## config.mk

```make
export PLATFORM = sky130hd
export DESIGN_NAME = rst_filter_seq
export DESIGN_NICKNAME = d
export VERILOG_FILES = /design/src/rtl/rst_seq_pkg.sv /design/src/rtl/rsq_sync.sv /design/src/rtl/rsq_filter.sv /design/src/rtl/rsq_stretch.sv /design/src/rtl/rsq_strobe.sv /design/src/rtl/rst_filter_seq.sv
export SDC_FILE = /design/constraint.sdc
export NUM_CORES = 1
export LEC_CHECK = 0
export ABC_AREA = 0
export CELL_PAD_IN_SITES_DETAIL_PLACEMENT = 0
export CELL_PAD_IN_SITES_GLOBAL_PLACEMENT = 2
export CORE_ASPECT_RATIO = 0.8
export CORE_MARGIN = 2
export CORE_UTILIZATION = 29
export CTS_CLUSTER_DIAMETER = 150
export DETAILED_ROUTE_END_ITERATION = 10
export PLACE_DENSITY = 0.81
export SETUP_SLACK_MARGIN = 0.02
export SKIP_LAST_GASP = 1
export SLEW_MARGIN = 20
export SYNTH_ARGS = -nofsm -noshare
export SYNTH_HDL_FRONTEND = slang
export SYNTH_SLANG_ARGS = --single-unit
```

## constraint.sdc

```tcl
create_clock -name clk -period 1.3 [get_ports clk]
set_input_delay 0.195 -clock clk [delete_from_list [all_inputs] [get_ports clk]]
set_output_delay 0.195 -clock clk [all_outputs]
set_load 0.01 [all_outputs]
```

## src/rtl/rst_seq_pkg.sv

```systemverilog
package rst_seq_pkg;
   typedef enum logic [1:0] {
      RS_IDLE = 2'd0,
      RS_MIN  = 2'd1,
      RS_EXT  = 2'd2
   } rs_state_e;
endpackage

```

## src/rtl/rsq_sync.sv

```systemverilog
module rsq_sync #(
   parameter int   STAGES    = 2,
   parameter logic CLEAR_VAL = 1'b1
) (
   input  logic clk,
   input  logic clr_n,
   input  logic d,
   output logic q
);
   logic [STAGES-1:0] sr;

   generate
      if (STAGES < 1) begin : g_bad
         $error("rsq_sync: STAGES must be at least 1");
      end
      for (genvar s = 0; s < STAGES; s++) begin : g_stage
         if (s == 0) begin : g_first
            always_ff @(posedge clk or negedge clr_n) begin
               if (!clr_n) sr[0] <= CLEAR_VAL;
               else        sr[0] <= d;
            end
         end else begin : g_next
            always_ff @(posedge clk or negedge clr_n) begin
               if (!clr_n) sr[s] <= CLEAR_VAL;
               else        sr[s] <= sr[s-1];
            end
         end
      end
   endgenerate

   assign q = sr[STAGES-1];
endmodule

```

## src/rtl/rsq_filter.sv

```systemverilog
module rsq_filter #(
   parameter int FILT_LEN = 4
) (
   input  logic clk,
   input  logic clr_n,
   input  logic arm,
   input  logic low_in,
   output logic qual
);
   localparam int CW = (FILT_LEN > 1) ? $clog2(FILT_LEN) : 1;
   localparam logic [CW-1:0] LAST = CW'(FILT_LEN - 1);

   logic [CW-1:0] run_cnt;
   logic          qual_q;

   generate
      if (FILT_LEN < 1) begin : g_bad
         $error("rsq_filter: FILT_LEN must be at least 1");
      end
   endgenerate

   always_ff @(posedge clk or negedge clr_n) begin
      if (!clr_n) begin
         run_cnt <= '0;
         qual_q  <= 1'b0;
      end else begin
         qual_q <= 1'b0;
         if (!arm || qual_q || !low_in) begin
            run_cnt <= '0;
         end else if (run_cnt == LAST) begin
            run_cnt <= '0;
            qual_q  <= 1'b1;
         end else begin
            run_cnt <= run_cnt + 1'b1;
         end
      end
   end

   assign qual = qual_q;
endmodule

```

## src/rtl/rsq_stretch.sv

```systemverilog
module rsq_stretch
   import rst_seq_pkg::*;
#(
   parameter int HOLD_LEN = 18
) (
   input  logic clk,
   input  logic clr_n,
   input  logic qual,
   input  logic low_in,
   output logic arm,
   output logic rst_act,
   output logic load_pulse
);
   localparam int HW = $clog2(HOLD_LEN);
   localparam logic [HW-1:0] LAST = HW'(HOLD_LEN - 1);

   rs_state_e     state;
   logic [HW-1:0] hold_cnt;
   logic          was_act;
   logic          load_q;

   generate
      if (HOLD_LEN < 2) begin : g_bad
         $error("rsq_stretch: HOLD_LEN must be at least 2");
      end
   endgenerate

   always_ff @(posedge clk or negedge clr_n) begin
      if (!clr_n) begin
         state    <= RS_IDLE;
         hold_cnt <= '0;
      end else begin
         unique case (state)
            RS_IDLE: begin
               if (qual) begin
                  state    <= RS_MIN;
                  hold_cnt <= '0;
               end
            end
            RS_MIN: begin
               if (hold_cnt == LAST) begin
                  state <= low_in ? RS_EXT : RS_IDLE;
               end else begin
                  hold_cnt <= hold_cnt + 1'b1;
               end
            end
            RS_EXT: begin
               if (!low_in) state <= RS_IDLE;
            end
            default: state <= RS_IDLE;
         endcase
      end
   end

   assign rst_act = (state != RS_IDLE);
   assign arm     = (state == RS_IDLE);

   always_ff @(posedge clk or negedge clr_n) begin
      if (!clr_n) begin
         was_act <= 1'b0;
         load_q  <= 1'b0;
      end else begin
         was_act <= rst_act;
         load_q  <= was_act & ~rst_act;
      end
   end

   assign load_pulse = load_q;
endmodule

```

## src/rtl/rsq_strobe.sv

```systemverilog
module rsq_strobe #(
   parameter int AS_HALF = 2
) (
   input  logic clk,
   input  logic clr_n,
   input  logic active,
   output logic as_n
);
   logic as_q;

   generate
      if (AS_HALF < 1) begin : g_bad
         $error("rsq_strobe: AS_HALF must be at least 1");
      end
      if (AS_HALF == 1) begin : g_fast
         always_ff @(posedge clk or negedge clr_n) begin
            if (!clr_n)       as_q <= 1'b1;
            else if (!active) as_q <= 1'b1;
            else              as_q <= ~as_q;
         end
      end else begin : g_div
         localparam int DW = $clog2(AS_HALF);
         localparam logic [DW-1:0] LAST = DW'(AS_HALF - 1);
         logic [DW-1:0] div_cnt;
         always_ff @(posedge clk or negedge clr_n) begin
            if (!clr_n) begin
               div_cnt <= '0;
               as_q    <= 1'b1;
            end else if (!active) begin
               div_cnt <= '0;
               as_q    <= 1'b1;
            end else if (div_cnt == LAST) begin
               div_cnt <= '0;
               as_q    <= ~as_q;
            end else begin
               div_cnt <= div_cnt + 1'b1;
            end
         end
      end
   endgenerate

   assign as_n = active ? as_q : 1'b1;
endmodule

```

## src/rtl/rst_filter_seq.sv

```systemverilog
module rst_filter_seq #(
   parameter int               SYNC_STAGES = 2,
   parameter int               FILT_LEN    = 4,
   parameter int               HOLD_LEN    = 18,
   parameter int               AS_HALF     = 2,
   parameter int               VEC_W       = 16,
   parameter logic [VEC_W-1:0] START_VEC   = VEC_W'(16'h000C)
) (
   input  logic             clk,
   input  logic             por_n,
   input  logic             ext_rst_n,
   output logic             int_rst,
   output logic             ds_n_force,
   output logic             as_n_force,
   output logic             pc_load,
   output logic [VEC_W-1:0] pc_start
);
   logic sync_n;
   logic arm;
   logic qual;
   logic rst_act;

   generate
      if (VEC_W < 1) begin : g_bad
         $error("rst_filter_seq: VEC_W must be at least 1");
      end
   endgenerate

   rsq_sync #(.STAGES(SYNC_STAGES), .CLEAR_VAL(1'b1)) u_sync (
      .clk(clk), .clr_n(por_n), .d(ext_rst_n), .q(sync_n)
   );

   rsq_filter #(.FILT_LEN(FILT_LEN)) u_filter (
      .clk(clk), .clr_n(por_n), .arm(arm), .low_in(~sync_n), .qual(qual)
   );

   rsq_stretch #(.HOLD_LEN(HOLD_LEN)) u_stretch (
      .clk(clk), .clr_n(por_n), .qual(qual), .low_in(~sync_n),
      .arm(arm), .rst_act(rst_act), .load_pulse(pc_load)
   );

   rsq_strobe #(.AS_HALF(AS_HALF)) u_strobe (
      .clk(clk), .clr_n(por_n), .active(rst_act), .as_n(as_n_force)
   );

   assign int_rst    = rst_act;
   assign ds_n_force = ~rst_act;
   assign pc_start   = START_VEC;
endmodule

```

==> results by group, run 1 <==
Outcome
  • Status: finished with violations
  • Failing checks: negative setup slack

Timing
  • Slew Limit Fails: 0
  • Peak Freq: 751.6 MHz
  • Fin. Hold Viols: 0
  • Clock period minus worst slack: 1.330 ns
  • Final worst-path cycle share: 102.3%
  • Final Setup Violations: 2
  • RSZ-0062 raised after global routing: yes
  • Final WS setup: -0.03043 ns
  • Setup Skew: 0.01095 ns

Critical path
  • CP arrival: 1.14 ns
  • Kind of critical path: reg2out
  • CP Launch Type: flop
  • Worst r2r src: u_stretch.hold_cnt[0]
  • Critical Path RT: 1.11 ns
  • Worst path slowest cell: dfrtp_1
  • Nature of the critical path endpoint: primary output
  • Crit. Startpoint: u_stretch.state[0]
  • Crit-path max FO: 5
  • CP max stage delay: 0.39 ns
  • CP Cell Sequence: or2_4 > nand2b_1 > buf_2

Route
  • First-pass iteration count of the detailed router: 3
  • Via count: 516
  • Final ANT Viol Nets: 0
  • Drt first-iter violations: 5
  • Final WL: 1283 um
  • Residual DRC: 0
  • Routed len/inst: 9.869 um
  • Drt via density: 3.969

Floorplanning
  • Initial Util: 30.68%
  • I/O pin cnt: 23
  • Core footprint: 2765 sq um
  • Rows: 17
  • Die height: 52.38 um
  • Die area: 3377 sq um
  • Die width: 64.47 um

Yosys
  • Synth Area in Compound Gates: 7.375%
  • Cell count after synthesis: 76
  • Ys Warns: 0
  • Sequential area share after synthesis: 47.64%
  • Mux cell area share after synthesis: 2.507%
  • Synth cell types: 33
  • Largest family of logic cells by synthesized area: simple AND/OR/NAND/NOR gates
  • Synth area leaders: dfrtp_1, buf_4, dfstp_2, ha_1, and2_1
  • Yosys reg bits: 16
  • Post-synthesis simple-gate area fraction: 18.29%
  • Cell area after synthesis: 848.3 sq um
  • Post-synth top area cell: dfrtp_1
  • Mapped Avg Cell Area: 11.16 sq um
  • Synth top area share: 38.35%
  • Post-synthesis xor/xnor area fraction: 2.065%
  • Synth Area in Adders: 4.425%

Clocking
  • TritonCTS Buffers: 3
  • Clock latency on the worst-skew pair: 0.29 ns
  • Root buffer cell: clkbuf_4
  • Clock-pin slew on the worst setup and hold paths: 0.09 ns
  • Clock sinks: 16
  • TritonCTS clock tree: done
  • CTS max path bufs: 2
  • CTS Hold Bufs: 0
  • # H-tree levels: 1

Global route
  • Vias in the first global route: 464
  • Total gr overflow: 0
  • Total global-route track usage: 7.859%
  • Antenna violations before repair: 0
  • Largest net degree at the start of global routing: 17
  • First-pass GRT wire length: 1994 um

Cells and area
  • Final nets: 99
  • Regs by FF count: u_stretch.hold_cnt (5), u_filter.run_cnt (2), u_stretch.state (2)
  • Final Cell Area: 968.4 sq um
  • Biggest register: u_stretch.hold_cnt
  • Max reg flops: 5
  • Ant diodes: 0
  • Share of cells above drive strength 1: 27.17%
  • Area Growth Syn to Fin: 14.16%

Placement
  • Gp weighted congestion: 0.8373
  • Post-DP Area: 929.6 sq um
  • Port bufs: 6
  • DPL Wire Length: 916.6 um

Power and ir drop
  • Power Dens Cells: 1811 nW/um^2
  • Max IR drop VDD: 0.0005694 V
  • Design Power: 1.754 mW
  • Leakage power total: 0.4591 nW

Worst hold path
  • Hold Path Class: in2async

Flow run
  • # Max-Cap Violations: 0
==> layout make-up <==
class | count | area, sq um
Multi-Input combinational cell | 54 | 361.6
Inverter | 3 | 11.26
Clock buffer | 4 | 26.28
Sequential cell | 16 | 404.1
Timing Repair Buffer | 15 | 117.6
Fill cell | 294 | 1797
Tap cell | 38 | 47.55
==> through the flow <==
stage,hold WS [ns],utilization [%],setup TNS (ns),setup WS [ns],cells
floorplan,-0.1006,-,0,0.1346,90
CTS,0.2115,34.39,-0.05164,-0.04370,128
detailed placement,0.3472,33.62,-0.3576,-0.1646,124
global placement,0.3463,33.62,-0.2926,-0.1444,124
finish,0.2079,35.02,-0.03101,-0.03043,130
global route,0.2202,35.02,-0.2347,-0.07992,130
==> kinds of logic (layout without fill, tap and decap cells) <==
| logic type | Yosys count | after routing |
|---|---|---|
| and+or+nand+nor | 22 | 22 |
| adders and majority gates | 3 | 3 |
| other | 2 | 16 |
| DFF | 16 | 16 |
| xor gates and xnor gates | 2 | 2 |
| AOI/OAI and AO/OA | 9 | 9 |
| muxes | 2 | 2 |
| buffers and inverters | 20 | 22 |
==> per-layer routing <==
metal / vias up / global-route usage [%] / routed length (um)
met1: 244 / 10.19 / 640
met4: 0 / 3.191 / 20
met2: 11 / 11.63 / 567
li1: 257 / - / -
met3: 4 / 3.226 / 54
met5: - / 0 / 0
==> report_power, final <==
| part | internal (mW) | switching [mW] |
|---|---|---|
| Sequential | 0.644 | 0.107 |
| Combinational | 0.397 | 0.337 |
| Clock | 0.119 | 0.150 |
| Total | 1.16 | 0.594 |
==> synth_stat cells <==
| master | n |
|---|---|
| buf_4 | 16 |
| dfrtp_1 | 13 |
| and2_1 | 3 |
| dfstp_2 | 3 |
| ha_1 | 3 |
| nand3_1 | 3 |
| conb_1 | 2 |
| inv_1 | 2 |
| nand2_1 | 2 |
| nand2b_1 | 2 |
| nor2_1 | 2 |
| o211ai_1 | 2 |
| o21ai_0 | 2 |
| xnor2_1 | 2 |
| a211oi_1 | 1 |
| a22o_1 | 1 |
| and2b_1 | 1 |
| and4bb_1 | 1 |
| buf_6 | 1 |
| inv_2 | 1 |
| mux2_1 | 1 |
| mux2i_1 | 1 |
| nand4_1 | 1 |
| nand4bb_1 | 1 |
| nor2b_1 | 1 |
| nor3_4 | 1 |
| nor3b_2 | 1 |
| o21ai_1 | 1 |
| o21ai_2 | 1 |
| o21bai_1 | 1 |
| or2_1 | 1 |
| or3_1 | 1 |
| or3b_1 | 1 |
==> final timing paths <==
path / slack [ns] / cells after the start / endpoint
worst max register to register: 0.03 / 4 / u_stretch.hold_cnt[4]
worst max-delay path: -0.03 / 3 / as_n_force
max in group asynchronous: 0.83 / 2 / u_sync.sr[0]
worst min-delay path: 0.21 / 2 / u_stretch.load_pulse
min in group clk: 0.31 / 1 / u_sync.sr[0]
worst min register to register: 0.36 / 0 / u_sync.q
==> layout by cell type (no fill, tap or decap), drive strengths merged, types with 3 or more instances in the layout <==
| cell | n |
|---|---|
| and2 | 3 |
| buf | 12 |
| nand3 | 3 |
| clkbuf | 4 |
| dfstp | 3 |
| dfrtp | 13 |
| inv | 3 |
| conb | 16 |
| ha | 3 |
| o21ai | 4 |
==> repair_timing <==
item / CTS / global route
buffers inserted: 0 / 2
setup endpoints to repair: 6 / 7
pin swaps: 1 / 1
resized for setup: 16 / 1
cloned: 0 / 0
==> worst max-delay path: cells and delay by family, from the launching register on <==
kind | cells | cell delay, ns
AND/OR/NAND/NOR | 2 | 0.34
flip-flops | 1 | 0.39
buffers and inverters | 1 | 0.12
No activity file was read; power rests on OpenSTA's default activity.
==> inputs of run 2 (changes only) <==
Settings changed: CORE_UTILIZATION 29 to 31, PLACE_DENSITY 0.81 to 0.85, REMOVE_ABC_BUFFERS set to 1, SLEW_MARGIN 20 to 10.
Clock period 1.3 ns to 1.6 ns, I/O delays scaled along.
==> run 2 against run 1 <==
Against the previous run: the run now ends clean; wire length down 4.8%; clock power fell by 3%; sequential share of layout area grew 1.2 points; first-iteration DRC count grew to 3.0 times the previous value; critical path depth stayed put; combinational power fell by 30%; flip-flop and latch count stayed put; worst hold slack better by 0.062 ns; via count fell by 2.3%; setup slack better by 0.13 ns.
==> results by group, run 2 (synthesis gave the netlist of run 1 again) <==
Power and ir drop
  • Combinational share of power: 37.2% (was 41.9%)
  • Clock power frac: 18.8% (was 15.4%)
  • Leakage power total: 0.4393 nW (was 0.4591 nW)
  • Internal Power: 930.4 uW (was 1.160 mW)
  • Design Power: 1.387 mW (was 1.754 mW)
  • Net Sw Frac: 32.90% (was 33.86%)
  • Power Dens Cells: 1472 nW/um^2 (was 1811 nW/um^2)
  • Max IR drop VDD: 0.0005465 V (was 0.0005694 V)
  • Seq pwr share: 44.1% (was 42.8%)
  • P_sw: 456.3 uW (was 593.8 uW)

Cells and area
  • Regs by FF count: u_stretch.hold_cnt (5), u_filter.run_cnt (2), u_stretch.state (2) (unchanged)
  • Commonest non-fill, non-tap cell in the layout: conb_1 (unchanged)
  • Layout Cells excl Fill: 123 (was 130)
  • Area Growth Syn to Fin: 11.06% (was 14.16%)
  • Most frequent cells in the layout: conb_1, dfrtp_1, buf_4 (unchanged)
  • Biggest register: u_stretch.hold_cnt (unchanged)
  • Ant diodes: 0 (unchanged)
  • Core Util, Final: 37.35% (was 35.02%)
  • Share of cells above drive strength 1: 18.39% (was 27.17%)
  • Final Cell Area: 942.2 sq um (was 968.4 sq um)
  • Max reg flops: 5 (unchanged)
  • Final nets: 94 (was 99)

Placement
  • Placed cells: 119 (was 124)
  • Port bufs: 6 (unchanged)
  • Post-DP Area: 904.6 sq um (was 929.6 sq um)
  • Gp weighted congestion: 0.7627 (was 0.8373)
  • Pre-CTS setup slack: 0.05729 ns (was -0.1646 ns)
  • DPL Wire Length: 900.7 um (was 916.6 um)

Critical path
  • Critical Path RT: 1.36 ns (was 1.11 ns)
  • R2r worst-path depth: 4 (unchanged)
  • Crit path capture: as_n_force (unchanged)
  • Nature of the critical path endpoint: primary output (unchanged)
  • End of the worst register-to-register path: u_stretch.hold_cnt[4] (unchanged)
  • Crit-path max FO: 6 (was 5)
  • CP arrival: 1.26 ns (was 1.14 ns)
  • CP Launch Type: flop (unchanged)
  • R2r setup slk: 0.29 ns (was 0.03 ns)
  • Kind of critical path: reg2out (unchanged)
  • Crit. Startpoint: u_stretch.state[1] (was u_stretch.state[0])
  • Worst r2r src: u_stretch.hold_cnt[0] (unchanged)

Route
  • Final ANT Viol Nets: 0 (unchanged)
  • Via count: 504 (was 516)
  • Final WL: 1221 um (was 1283 um)
  • Drt via density: 4.098 (was 3.969)
  • First-pass iteration count of the detailed router: 4 (was 3)
  • Residual DRC: 0 (unchanged)
  • Routed len/inst: 9.927 um (was 9.869 um)
  • Drt first-iter violations: 15 (was 5)

Clocking
  • # H-tree levels: 1 (unchanged)
  • CTS Hold Bufs: 0 (unchanged)
  • Root buffer cell: clkbuf_4 (unchanged)
  • CTS max path bufs: 2 (unchanged)
  • TritonCTS clock tree: done (unchanged)
  • Clock sinks: 16 (unchanged)
  • Postcts setup bufs: 0 (unchanged)
  • Clock-pin slew on the worst setup and hold paths: 0.09 ns (about the same)
  • Clock latency on the worst-skew pair: 0.28 ns (was 0.29 ns)
  • TritonCTS Buffers: 3 (unchanged)

Global route
  • Total global-route track usage: 9.126% (was 7.859%)
  • GR Util met1: 11.82% (was 10.19%)
  • Vias in the first global route: 465 (was 464)
  • Total gr overflow: 0 (unchanged)
  • Antenna violations before repair: 0 (unchanged)
  • M2 GR Usage: 12.72% (was 11.63%)
  • First-pass GRT wire length: 2208 um (was 1994 um)
  • Busiest grt layer: met2 (unchanged)
  • Grt met3 use: 4.260% (was 3.226%)
  • Largest net degree at the start of global routing: 17 (unchanged)

Floorplanning
  • Core footprint: 2522 sq um (was 2765 sq um)
  • Initial Util: 33.63% (was 30.68%)
  • Die width: 62.49 um (was 64.47 um)
  • Die area: 3174 sq um (was 3377 sq um)
  • I/O pin cnt: 23 (unchanged)
  • Die height: 50.79 um (was 52.38 um)
  • Rows: 16 (was 17)

Timing
  • Fin. Hold Viols: 0 (unchanged)
  • Peak Freq: 665.4 MHz
  • Slew Limit Fails: 0 (unchanged)
  • Clock period minus worst slack: 1.503 ns
  • Final WS setup: 0.09724 ns (was -0.03043 ns)
  • Aggregate negative setup slack: 0 ns (was -0.03101 ns)
  • Setup Skew: 0.002280 ns (was 0.01095 ns)
  • RSZ-0062 raised after global routing: yes (unchanged)
  • Final Setup Violations: 0 (was 2)
  • Final worst-path cycle share: 93.92%
  • Hold Slack: 0.2698 ns (was 0.2079 ns)

Outcome
  • Status: complete, no violations (was finished with violations)

Flow run
  • # Max-Cap Violations: 0 (unchanged)

Worst hold path
  • Hold Path Class: in2async (unchanged)
[run 2: worst max-delay path, cell delays in order (launching register included)]
cell and delay (ns):
dfrtp_1 0.39, or2_4 0.28, nand2b_1 0.08, clkdlybuf4s15_1 0.23
[run 2: metal layers]
metal	up-vias	part of all wire (%)
li1	246	-
met1	235	48
met2	21	43
met3	2	7.6
met4	0	1.4
met5	-	0
[run 2: what timing repair did]
action / in CTS / in global routing
gates resized for setup: 4 / 2
setup endpoints to repair: 3 / 2
pin swaps: 0 / 0
[run 2: power by group through the flow]
| stage | Combinational, mW | Clock [mW] | Sequential (mW) |
|---|---|---|---|
| final | 0.516 | 0.260 | 0.611 |
| after floorplan | 0.311 | 0 | 0.618 |
| after global routing | 0.589 | 0.297 | 0.627 |
| after CTS | 0.522 | 0.276 | 0.609 |
| after global placement | 0.520 | 0 | 0.612 |
| after detailed placement | 0.531 | 0 | 0.614 |
[run 2: final cells by class]
| class | count | area (sq um) |
|---|---|---|
| Clock buffer | 4 | 36.28 |
| Multi-Input combinational cell | 54 | 356.6 |
| Tap cell | 36 | 45.04 |
| Inverter | 3 | 11.26 |
| Timing Repair Buffer | 10 | 88.84 |
| Sequential cell | 16 | 404.1 |
| Fill cell | 270 | 1580 |
[run 2: how the worst min path moves through the flow]
stage / from / end / cells after the start
3_3_place_gp: u_sync.sr[0] / u_sync.q / 0
2_1_floorplan: por_n / u_filter.qual / 0
3_5_place_dp: u_sync.sr[0] / u_sync.q / 0
5_1_grt: por_n / u_stretch.hold_cnt[0] / 2
4_1_cts: por_n / u_filter.run_cnt[1] / 2
6_report: por_n / u_stretch.hold_cnt[4] / 2
